===== src/rtl/tpc_pkg.sv =====
package tpc_pkg;
  // fixed-point helpers shared by the datapath
  localparam int unsigned ERR_GUARD = 2;  // extra bits on the RSSI error
  localparam int unsigned SUM_GUARD = 6;  // extra bits on the Q-format sum
  typedef enum logic {SLOT_CLASSIC = 1'b0, SLOT_LE = 1'b1} slot_e;
endpackage


===== src/rtl/tpc_classic_sel.sv =====
module tpc_classic_sel #(
  parameter int LQ_W   = 8,
  parameter int PWR_W  = 8,
  parameter int LQ_THR = 200,
  parameter int P_HI   = 10,
  parameter int P_LO   = 0
) (
  input  logic [LQ_W-1:0]         lq_i,
  output logic signed [PWR_W-1:0] pwr_o
);
  localparam logic [LQ_W-1:0] THR = LQ_W'(LQ_THR);

  always_comb pwr_o = (lq_i > THR) ? PWR_W'(P_LO) : PWR_W'(P_HI);
endmodule


===== src/rtl/tpc_pi_core.sv =====
module tpc_pi_core #(
  parameter int RSSI_W   = 8,
  parameter int INT_W    = 16,
  parameter int SUM_W    = 24,
  parameter int FRAC     = 4,
  parameter int KP_SHIFT = 1,
  parameter int KI_NUM   = 2,
  parameter int TARGET   = -65,
  parameter int BASE     = 0,
  parameter int WIN      = 10
) (
  input  logic                     clk_i,
  input  logic                     rst_ni,
  input  logic                     upd_i,
  input  logic signed [RSSI_W-1:0] rssi_i,
  output logic signed [SUM_W-1:0]  sum_q_o,
  output logic signed [INT_W-1:0]  integ_o,
  output logic [$clog2(WIN)-1:0]   win_cnt_o
);
  localparam int E_W   = RSSI_W + tpc_pkg::ERR_GUARD;
  localparam int CNT_W = $clog2(WIN);
  localparam logic [CNT_W-1:0] CNT_LAST = CNT_W'(WIN - 1);
  localparam logic signed [SUM_W-1:0] BASE_Q = SUM_W'(BASE * (1 << FRAC));
  localparam logic signed [SUM_W-1:0] KI_S   = SUM_W'(KI_NUM);

  logic signed [E_W-1:0]   err;
  logic signed [INT_W-1:0] integ_q, integ_nx;
  logic [CNT_W-1:0]        cnt_q;

  always_comb begin
    err      = E_W'(TARGET) - E_W'(rssi_i);
    integ_nx = integ_q + INT_W'(err);
    sum_q_o  = BASE_Q
             + ((SUM_W'(err) <<< FRAC) >>> KP_SHIFT)
             + (SUM_W'(integ_nx) * KI_S);
  end

  always_ff @(posedge clk_i or negedge rst_ni) begin
    if (!rst_ni) begin
      integ_q <= '0;
      cnt_q   <= '0;
    end else if (upd_i) begin
      if (cnt_q == CNT_LAST) begin
        integ_q <= '0;
        cnt_q   <= '0;
      end else begin
        integ_q <= integ_nx;
        cnt_q   <= cnt_q + 1'b1;
      end
    end
  end

  assign integ_o   = integ_q;
  assign win_cnt_o = cnt_q;
endmodule


===== src/rtl/tpc_round_clamp.sv =====
module tpc_round_clamp #(
  parameter int SUM_W = 24,
  parameter int FRAC  = 4,
  parameter int PWR_W = 8,
  parameter int P_MIN = -20,
  parameter int P_MAX = 10
) (
  input  logic signed [SUM_W-1:0] sum_q_i,
  output logic signed [PWR_W-1:0] pwr_o
);
  localparam logic signed [SUM_W-1:0] HALF = SUM_W'(1 << (FRAC - 1));
  localparam logic signed [SUM_W-1:0] MINV = SUM_W'(P_MIN);
  localparam logic signed [SUM_W-1:0] MAXV = SUM_W'(P_MAX);

  logic signed [SUM_W-1:0] rnd, sat;

  always_comb begin
    rnd = (sum_q_i + HALF) >>> FRAC;
    if (rnd < MINV)      sat = MINV;
    else if (rnd > MAXV) sat = MAXV;
    else                 sat = rnd;
    pwr_o = PWR_W'(sat);
  end
endmodule


===== src/rtl/tx_power_ctl.sv =====
module tx_power_ctl #(
  parameter int LQ_W     = 8,
  parameter int RSSI_W   = 8,
  parameter int PWR_W    = 8,
  parameter int FRAC     = 4,
  parameter int KP_SHIFT = 1,
  parameter int KI_NUM   = 2,
  parameter int TARGET   = -65,
  parameter int BASE     = 0,
  parameter int WIN      = 10,
  parameter int LQ_THR   = 200,
  parameter int P_HI     = 10,
  parameter int P_LO     = 0,
  parameter int P_MIN    = -20,
  parameter int P_MAX    = 10
) (
  input  logic                     clk_i,
  input  logic                     rst_ni,
  input  logic                     evt_valid_i,
  input  logic                     slot_le_i,
  input  logic [LQ_W-1:0]          lq_i,
  input  logic signed [RSSI_W-1:0] rssi_i,
  output logic signed [PWR_W-1:0]  pwr_o
);
  localparam int E_W   = RSSI_W + tpc_pkg::ERR_GUARD;
  localparam int INT_W = E_W + $clog2(WIN) + 1;
  localparam int SUM_W = INT_W + FRAC + tpc_pkg::SUM_GUARD;
  localparam int CNT_W = $clog2(WIN);

  logic signed [PWR_W-1:0] cls_pwr, le_pwr, pwr_q;
  logic signed [SUM_W-1:0] sum_q;
  logic signed [INT_W-1:0] integ;
  logic [CNT_W-1:0]        win_cnt;
  logic                    le_upd;

  assign le_upd = evt_valid_i && (slot_le_i == tpc_pkg::SLOT_LE);

  tpc_classic_sel #(
    .LQ_W(LQ_W), .PWR_W(PWR_W), .LQ_THR(LQ_THR), .P_HI(P_HI), .P_LO(P_LO)
  ) u_cls (
    .lq_i (lq_i),
    .pwr_o(cls_pwr)
  );

  tpc_pi_core #(
    .RSSI_W(RSSI_W), .INT_W(INT_W), .SUM_W(SUM_W), .FRAC(FRAC),
    .KP_SHIFT(KP_SHIFT), .KI_NUM(KI_NUM), .TARGET(TARGET), .BASE(BASE), .WIN(WIN)
  ) u_pi (
    .clk_i    (clk_i),
    .rst_ni   (rst_ni),
    .upd_i    (le_upd),
    .rssi_i   (rssi_i),
    .sum_q_o  (sum_q),
    .integ_o  (integ),
    .win_cnt_o(win_cnt)
  );

  tpc_round_clamp #(
    .SUM_W(SUM_W), .FRAC(FRAC), .PWR_W(PWR_W), .P_MIN(P_MIN), .P_MAX(P_MAX)
  ) u_rc (
    .sum_q_i(sum_q),
    .pwr_o  (le_pwr)
  );

  always_ff @(posedge clk_i or negedge rst_ni) begin
    if (!rst_ni)          pwr_q <= '0;
    else if (evt_valid_i) pwr_q <= slot_le_i ? le_pwr : cls_pwr;
  end

  assign pwr_o = pwr_q;
endmodule


===== config.mk =====
export PLATFORM = sky130hd
export DESIGN_NAME = tx_power_ctl
export DESIGN_NICKNAME = d
export VERILOG_FILES = /design/src/rtl/tpc_pkg.sv /design/src/rtl/tpc_classic_sel.sv /design/src/rtl/tpc_pi_core.sv /design/src/rtl/tpc_round_clamp.sv /design/src/rtl/tx_power_ctl.sv
export SDC_FILE = /design/constraint.sdc
export NUM_CORES = 1
export LEC_CHECK = 0
export BUFFER_PORTS_ARGS = -buffer_cell sky130_fd_sc_hd__buf_2
export CAP_MARGIN = 40
export CORE_UTILIZATION = 35
export CTS_CLUSTER_DIAMETER = 40
export CTS_CLUSTER_SIZE = 30
export DETAILED_ROUTE_END_ITERATION = 6
export GPL_TIMING_DRIVEN = 0
export PLACE_DENSITY_LB_ADDON = 0.12
export SLEW_MARGIN = 20
export SYNTH_ARGS = -nofsm -noshare
export SYNTH_HDL_FRONTEND = slang
export SYNTH_SLANG_ARGS = --single-unit
export TNS_END_PERCENT = 50

===== constraint.sdc =====
create_clock -name clk_i -period 9 [get_ports clk_i]
set_input_delay 0.45 -clock clk_i [delete_from_list [all_inputs] [get_ports clk_i]]
set_output_delay 0.45 -clock clk_i [all_outputs]
set_load 0.02 [all_outputs]

* After elaboration in Yosys (flattened, before gate mapping)
Index checks and enable logic that the tools add are counted.
** Storage, ports and cells
- Register bits after elaboration :: 27
- Input port bits :: 20
- Output and inout port bits :: 8
- Logic and storage cells :: 19
** Operators by class
- $add $sub $neg :: 5
- Order comparisons :: 3
- Equality and inequality tests :: 1
- Multiplexer cells :: 6
- Reductions and logical operators :: 1
** Operator list (count)
- $mux W8 :: 3
- $add A17 B5 Y18 const B :: 1
- $add A12 B16 Y17 :: 1
- $add A15 B9 Y15 :: 1
- $mux W15 :: 1
- $gt A14 B5 Y1 const B :: 1
- $lt A14 B6 Y1 const B :: 1
- $sub A8 B8 Y9 const A :: 1
- $gt A8 B8 Y1 const B :: 1
- $mux W4 :: 2
- $add A4 B1 Y4 const B :: 1
- $eq A4 B4 Y1 const B :: 1
- $logic_and A1 B1 Y1 :: 1

* Depth between registers and ports, before layout
- Depth after elaboration :: 8
- Depth in mapped cells :: 21

* By module
A second synthesis with hierarchy kept.
** Unflattened totals
- Cell total of the unflattened synthesis :: 440
- Area total of the unflattened synthesis :: 3589.7 µm²
** By module, submodules not included
- tpc_pi_core :: times used 1, cells an instance 284, area an instance 2316.0 µm², seq. area each 475.5 µm²
- tpc_round_clamp :: times used 1, cells an instance 110, area an instance 798.3 µm², seq. area each 0.0 µm²
- tx_power_ctl :: times used 1, cells an instance 36, area an instance 394.1 µm², seq. area each 200.2 µm²
- tpc_classic_sel :: times used 1, cells an instance 10, area an instance 81.3 µm², seq. area each 0.0 µm²

* Worst setup path before layout
Ideal clock, no wire load.
- Path kind :: input -> register
- Start point :: input rssi_i[6]
- End point :: register pwr_q[3] (netlist: pwr_o[3])
- Setup time :: 0.120 ns
- Arrival time :: 4.268 ns
- Slack :: 4.612 ns
- Cell stages on the path :: 20
- Buffers on the path :: 0
- Cells stage by stage :: inv_1 > ha_1 > inv_1 > ha_1 > a21oi_1 > nor2b_1 > a41oi_1 > o211ai_1 > a21oi_1 > xnor2_1 > ha_1 > ha_1 > a21o_1 > a21o_1 > a21o_1 > o31a_1 > nor4_2 > nand4_1 > nand2b_4 > a31o_1
** On the way
- Longest elaborated chain between the ends :: 8
- Elaborated cells on any way between the ends :: 9
- Those cells by class :: add/sub (4); order compare (2); mux (3)
** RTL lines
- from (decl) :: RTL line tx_power_ctl.sv:22 : input logic signed [RSSI_W-1:0] rssi_i,
- $sub A8 B8 Y9 (*) :: RTL line tpc_pi_core.sv:31 : err = E_W'(TARGET) - E_W'(rssi_i);
- $add A15 B9 Y15 :: RTL line tpc_pi_core.sv:32 : integ_nx = integ_q + INT_W'(err);
- $add A12 B16 Y17 (*) :: RTL line tpc_pi_core.sv:35 : + (SUM_W'(integ_nx) * KI_S);
- $add A17 B5 Y18 (*) :: RTL line tpc_round_clamp.sv:18 : rnd = (sum_q_i + HALF) >>> FRAC;
- $gt A14 B5 Y1 :: RTL line tpc_round_clamp.sv:20 : else if (rnd > MAXV) sat = MAXV;
- $mux W8 :: RTL line tpc_round_clamp.sv:20
- $mux W8 (*) :: RTL line tpc_round_clamp.sv:19 : if (rnd < MINV) sat = MINV;
- $mux W8 (*) :: RTL line tx_power_ctl.sv:67 : else if (evt_valid_i) pwr_q <= slot_le_i ? le_pwr : cls_pwr;
- to (signal assigned) :: RTL line tx_power_ctl.sv:67
- to (decl) :: RTL line tx_power_ctl.sv:30 : logic signed [PWR_W-1:0] cls_pwr, le_pwr, pwr_q;
Every way passes the cells marked *; elsewhere a longest branch is shown, timed or not.
A chain may end at the register's enable or synchronous reset.

* Worst setup path in the final report
- Start point :: register u_pi.integ_q[0] (netlist: u_pi.integ_o[0])
- End point :: register pwr_q[3] (netlist: pwr_o[3])
** On the way
- Longest elaborated chain between the ends :: 7
- Elaborated cells on any way between the ends :: 8
- Those cells by class :: add/sub (3); order compare (2); mux (3)
** RTL lines
- from (decl) :: RTL line tpc_pi_core.sv:27 : logic signed [INT_W-1:0] integ_q, integ_nx;
- from (signal assigned) :: RTL line tpc_pi_core.sv:47 : integ_q <= integ_nx;
- $add A15 B9 Y15 (*) :: RTL line tpc_pi_core.sv:32
- $add A12 B16 Y17 (*) :: RTL line tpc_pi_core.sv:35
- $add A17 B5 Y18 (*) :: RTL line tpc_round_clamp.sv:18
- $gt A14 B5 Y1 :: RTL line tpc_round_clamp.sv:20
- $mux W8 :: RTL line tpc_round_clamp.sv:20
- $mux W8 (*) :: RTL line tpc_round_clamp.sv:19
- $mux W8 (*) :: RTL line tx_power_ctl.sv:67
Marks and branches as above.

==> summary.txt <==
Timing
  • Worst relative slew slack: 55.2%
  • Final number of hold-violating endpoints: 0
  • Setup TNS: 0 ns
  • Slew Viols, Final: 0
  • Max Fclk: roughly 200 MHz
  • Final Setup Violations: 0
  • Slew @ Worst Pin: 0.673 ns
  • Tmin final: 4.93 ns
  • RSZ-0062 raised after global routing: no
  • Final Skew: 0.00578 ns
  • Tcrit/Tclk final: 54.8%

Logic synthesis
  • Most used DFF post-synth: dfrtp_1
  • Netlist cell types: 67
  • Cell taking the most area after synthesis: dfrtp_1
  • Most common cell in the netlist: ha_1
  • Area contributors post-synth: dfrtp_1 23%, ha_1 17%, xnor2_1 3.9%
  • Yosys top cell area share: 23.0%
  • Post-synth ARST share: 100%
  • Ys Warns: 0
  • Cells after synthesis: between 300 and 400
  • Mean Syn Cell Area: 8.94 um^2
  • Register bit total from synthesis: 27
  • Number of synthesized flops with an enable pin: 0
  • Synth Cell Area: 2940 um^2
  • Post-synth top cells: 41 x ha_1, 29 x inv_1, 27 x dfrtp_1
  • Share of the yosys chip area belonging to registers: 23.0%
  • Net Count, Synth: 392

Critical path
  • Setup CP Type: reg2reg
  • Crit path launch type: flop
  • Worst path bufs/invs: 2
  • Top delay family on crit path: compound AO/OA/AOI/OAI gates
  • Most frequent cell on the critical path: ha_1
  • CP Max Fanout: 7
  • Worst path slowest cell: o31ai_1
  • Arr. time, crit path: between 5 and 6 ns
  • Worst EP required: a little over 9 ns
  • Crit. End Element: flop
  • Worst path max stage delay: 0.51 ns
  • Critical-path cell list: ha_1, inv_1, fa_1, nor2b_1, o31a_1, o211ai_1, a21oi_1, o31ai_1, xnor2_1, ha_1, ha_1, clkbuf_1, a21o_1, a21oi_1, mux2_2, a211oi_1, nand4_1, nand2b_4, a31o_1

Die
  • Die Ht: 93.7 um
  • Chip Width: roughly 94 um
  • Row cnt: 33
  • IO Pins: 28
  • Std-Cell Core Area: 8180 um^2
  • Die Area: 8780 um^2
  • Initial core utilization: 36.0%

Run
  • Max-cap violation count: 0

Clock network
  • Clock Latency Late Sink: around 0.29 ns
  • Clock Sink Count: 27
  • CTS tree: yes
  • Hold buffers post-CTS: 0
  • CTS buffer count: 3
  • Post-CTS Setup Bufs: 0
  • Maximum clock insertion buffer count: 2
  • Post-CTS sizing: 0
  • Worst-path clk slew: 0.11 ns
  • H-tree Lvls: 1
  • Root Buffer: clkbuf_8

Placement
  • Dpl hpwl: 5.70 mm
  • IO Port Bufs: 27
  • GPL Wtd Cong: 0.829

Layout
  • Synthesis-to-finish area growth: 10.6%
  • Antenna cells: 0
  • Share of layout cells above drive strength 1: 13.9%
  • Fillers: 846
  • Final nets: approximately 420
  • Final core occ: 39.8%

Detailed routing
  • Iteration-0 DRC Markers: 85
  • WL/cell: roughly 16 um
  • Drt pass-1 iters: 5
  • DRC violations left: 0
  • Wirelength, routed: 7.28 mm
  • Vias per cell: 5.55
  • Antenna-violating nets left: 0
  • Vias post-DR: 2,582

Global routing
  • Grt total ovfl: 0
  • Largest net degree at the start of global routing: 28
  • Initial antenna violation count: 0
  • Vias in the first global route: between 2,000 and 2,500
  • Total GRT Usage: between 10% and 20%
  • First-pass GRT wire length: 12.1 mm

Run status
  • Outcome: complete, no violations

Worst hold path
  • Hold Crit Class: in2async
layout make-up:
type | count | area [um^2] | area share (%)
Sequential cell | 27 | 676 | 20.8
Buffer | 7 | 27.5 | 0.846
Multi-Input combinational cell | 266 | 2130 | 65.5
Timing Repair Buffer | 27 | 135 | 4.15
Tap cell | 105 | 131 | 4.04
Clock buffer | 4 | 45.0 | 1.38
Inverter | 29 | 109 | 3.34
sequential cells by signal (all words and copies together), names as in the netlist:
signal and count:
pwr_o 8, u_pi.win_cnt_o 4, u_pi.integ_o 15
cell usage in the layout, fill, tap and decap left out, types with 2 or more instances in the layout:
| cell type | Yosys | routed |
|---|---|---|
| o311ai_0 | 2 | 2 |
| o31a_1 | 2 | 2 |
| a21o_1 | 8 | 8 |
| buf_2 | 1 | 28 |
| o21ai_0 | 13 | 13 |
| a22o_1 | 12 | 12 |
| nand2b_1 | 6 | 6 |
| or2_2 | 4 | 4 |
| nor3_1 | 7 | 7 |
| o21ai_1 | 3 | 3 |
| xnor2_1 | 13 | 13 |
| inv_1 | 29 | 29 |
| nand4_1 | 2 | 2 |
| clkbuf_8 | 0 | 3 |
| nor4_1 | 3 | 3 |
| o211ai_1 | 4 | 4 |
| dfrtp_1 | 27 | 27 |
| nand2_1 | 18 | 18 |
| a211oi_1 | 4 | 4 |
| a31oi_1 | 3 | 3 |
| o21a_1 | 4 | 4 |
| clkbuf_1 | 6 | 7 |
| nand3_1 | 7 | 7 |
| nor2_1 | 13 | 13 |
| a211o_1 | 4 | 4 |
| xor2_1 | 5 | 5 |
| ha_1 | 41 | 41 |
| a311o_1 | 2 | 2 |
| a21oi_1 | 21 | 21 |
| nor2b_1 | 10 | 10 |
| a221oi_1 | 2 | 2 |
| fa_1 | 2 | 2 |
| or3_1 | 3 | 3 |
| nor3b_1 | 3 | 3 |
| o31ai_1 | 2 | 2 |
| o221ai_1 | 7 | 7 |
| and3_1 | 2 | 2 |
| mux2i_1 | 2 | 2 |
| and2_1 | 3 | 3 |
kinds of logic (layout without fill, tap and decap cells):
| group | after synthesis | in the layout | share of synthesized area, % |
|---|---|---|---|
| AND/OR/NAND/NOR | 89 | 89 | 16.7 |
| flip-flops | 27 | 27 | 23.0 |
| adder cells (fa/ha/maj) | 43 | 43 | 18.8 |
| AO/OA/AOI/OAI | 112 | 112 | 30.0 |
| XOR/XNOR | 19 | 19 | 5.91 |
| multiplexers | 3 | 3 | 1.06 |
| buffers and inverters | 36 | 67 | 4.63 |
final timing paths:
path	slack [ns]	depth (start not counted)	from	end
worst max-delay path	4.07	19	u_pi.integ_o[0]	pwr_o[3]
worst min-delay path	0.18	1	rst_ni	u_pi.integ_o[5]
worst max register to register	4.07	19	u_pi.integ_o[0]	pwr_o[3]
worst min register to register	0.51	2	pwr_o[4]	pwr_o[4]
max in group asynchronous	8.38	1	rst_ni	pwr_o[5]
min in group clk_i	0.51	2	pwr_o[4]	pwr_o[4]
per-stage QoR:
step / cell area, um^2 / instances / hold slack, ns / worst slack, ns
floorplan: 2940 / 329 / 0.154 / 4.61
global placement: 3210 / 461 / 0.481 / 3.81
detailed placement: 3210 / 461 / 0.491 / 3.85
CTS: 3250 / 465 / 0.214 / 4.13
global route: 3250 / 465 / 0.245 / 3.66
finish: 3250 / 465 / 0.182 / 4.07
metal layers:
metal | global-route usage (%) | vias up | share of wire (%) | routed length, um
met5 | 0 | - | 0 | 0
met4 | 3.59 | 0 | 0.81 | 59
met3 | 1.54 | 8 | 2.6 | 191
met2 | 28.7 | 48 | 46 | 3350
met1 | 24.7 | 1216 | 51 | 3680
li1 | - | 1310 | - | -
Power is not shown: default switching activity piles up to over one toggle a cycle in this logic, so the estimate is an artifact.
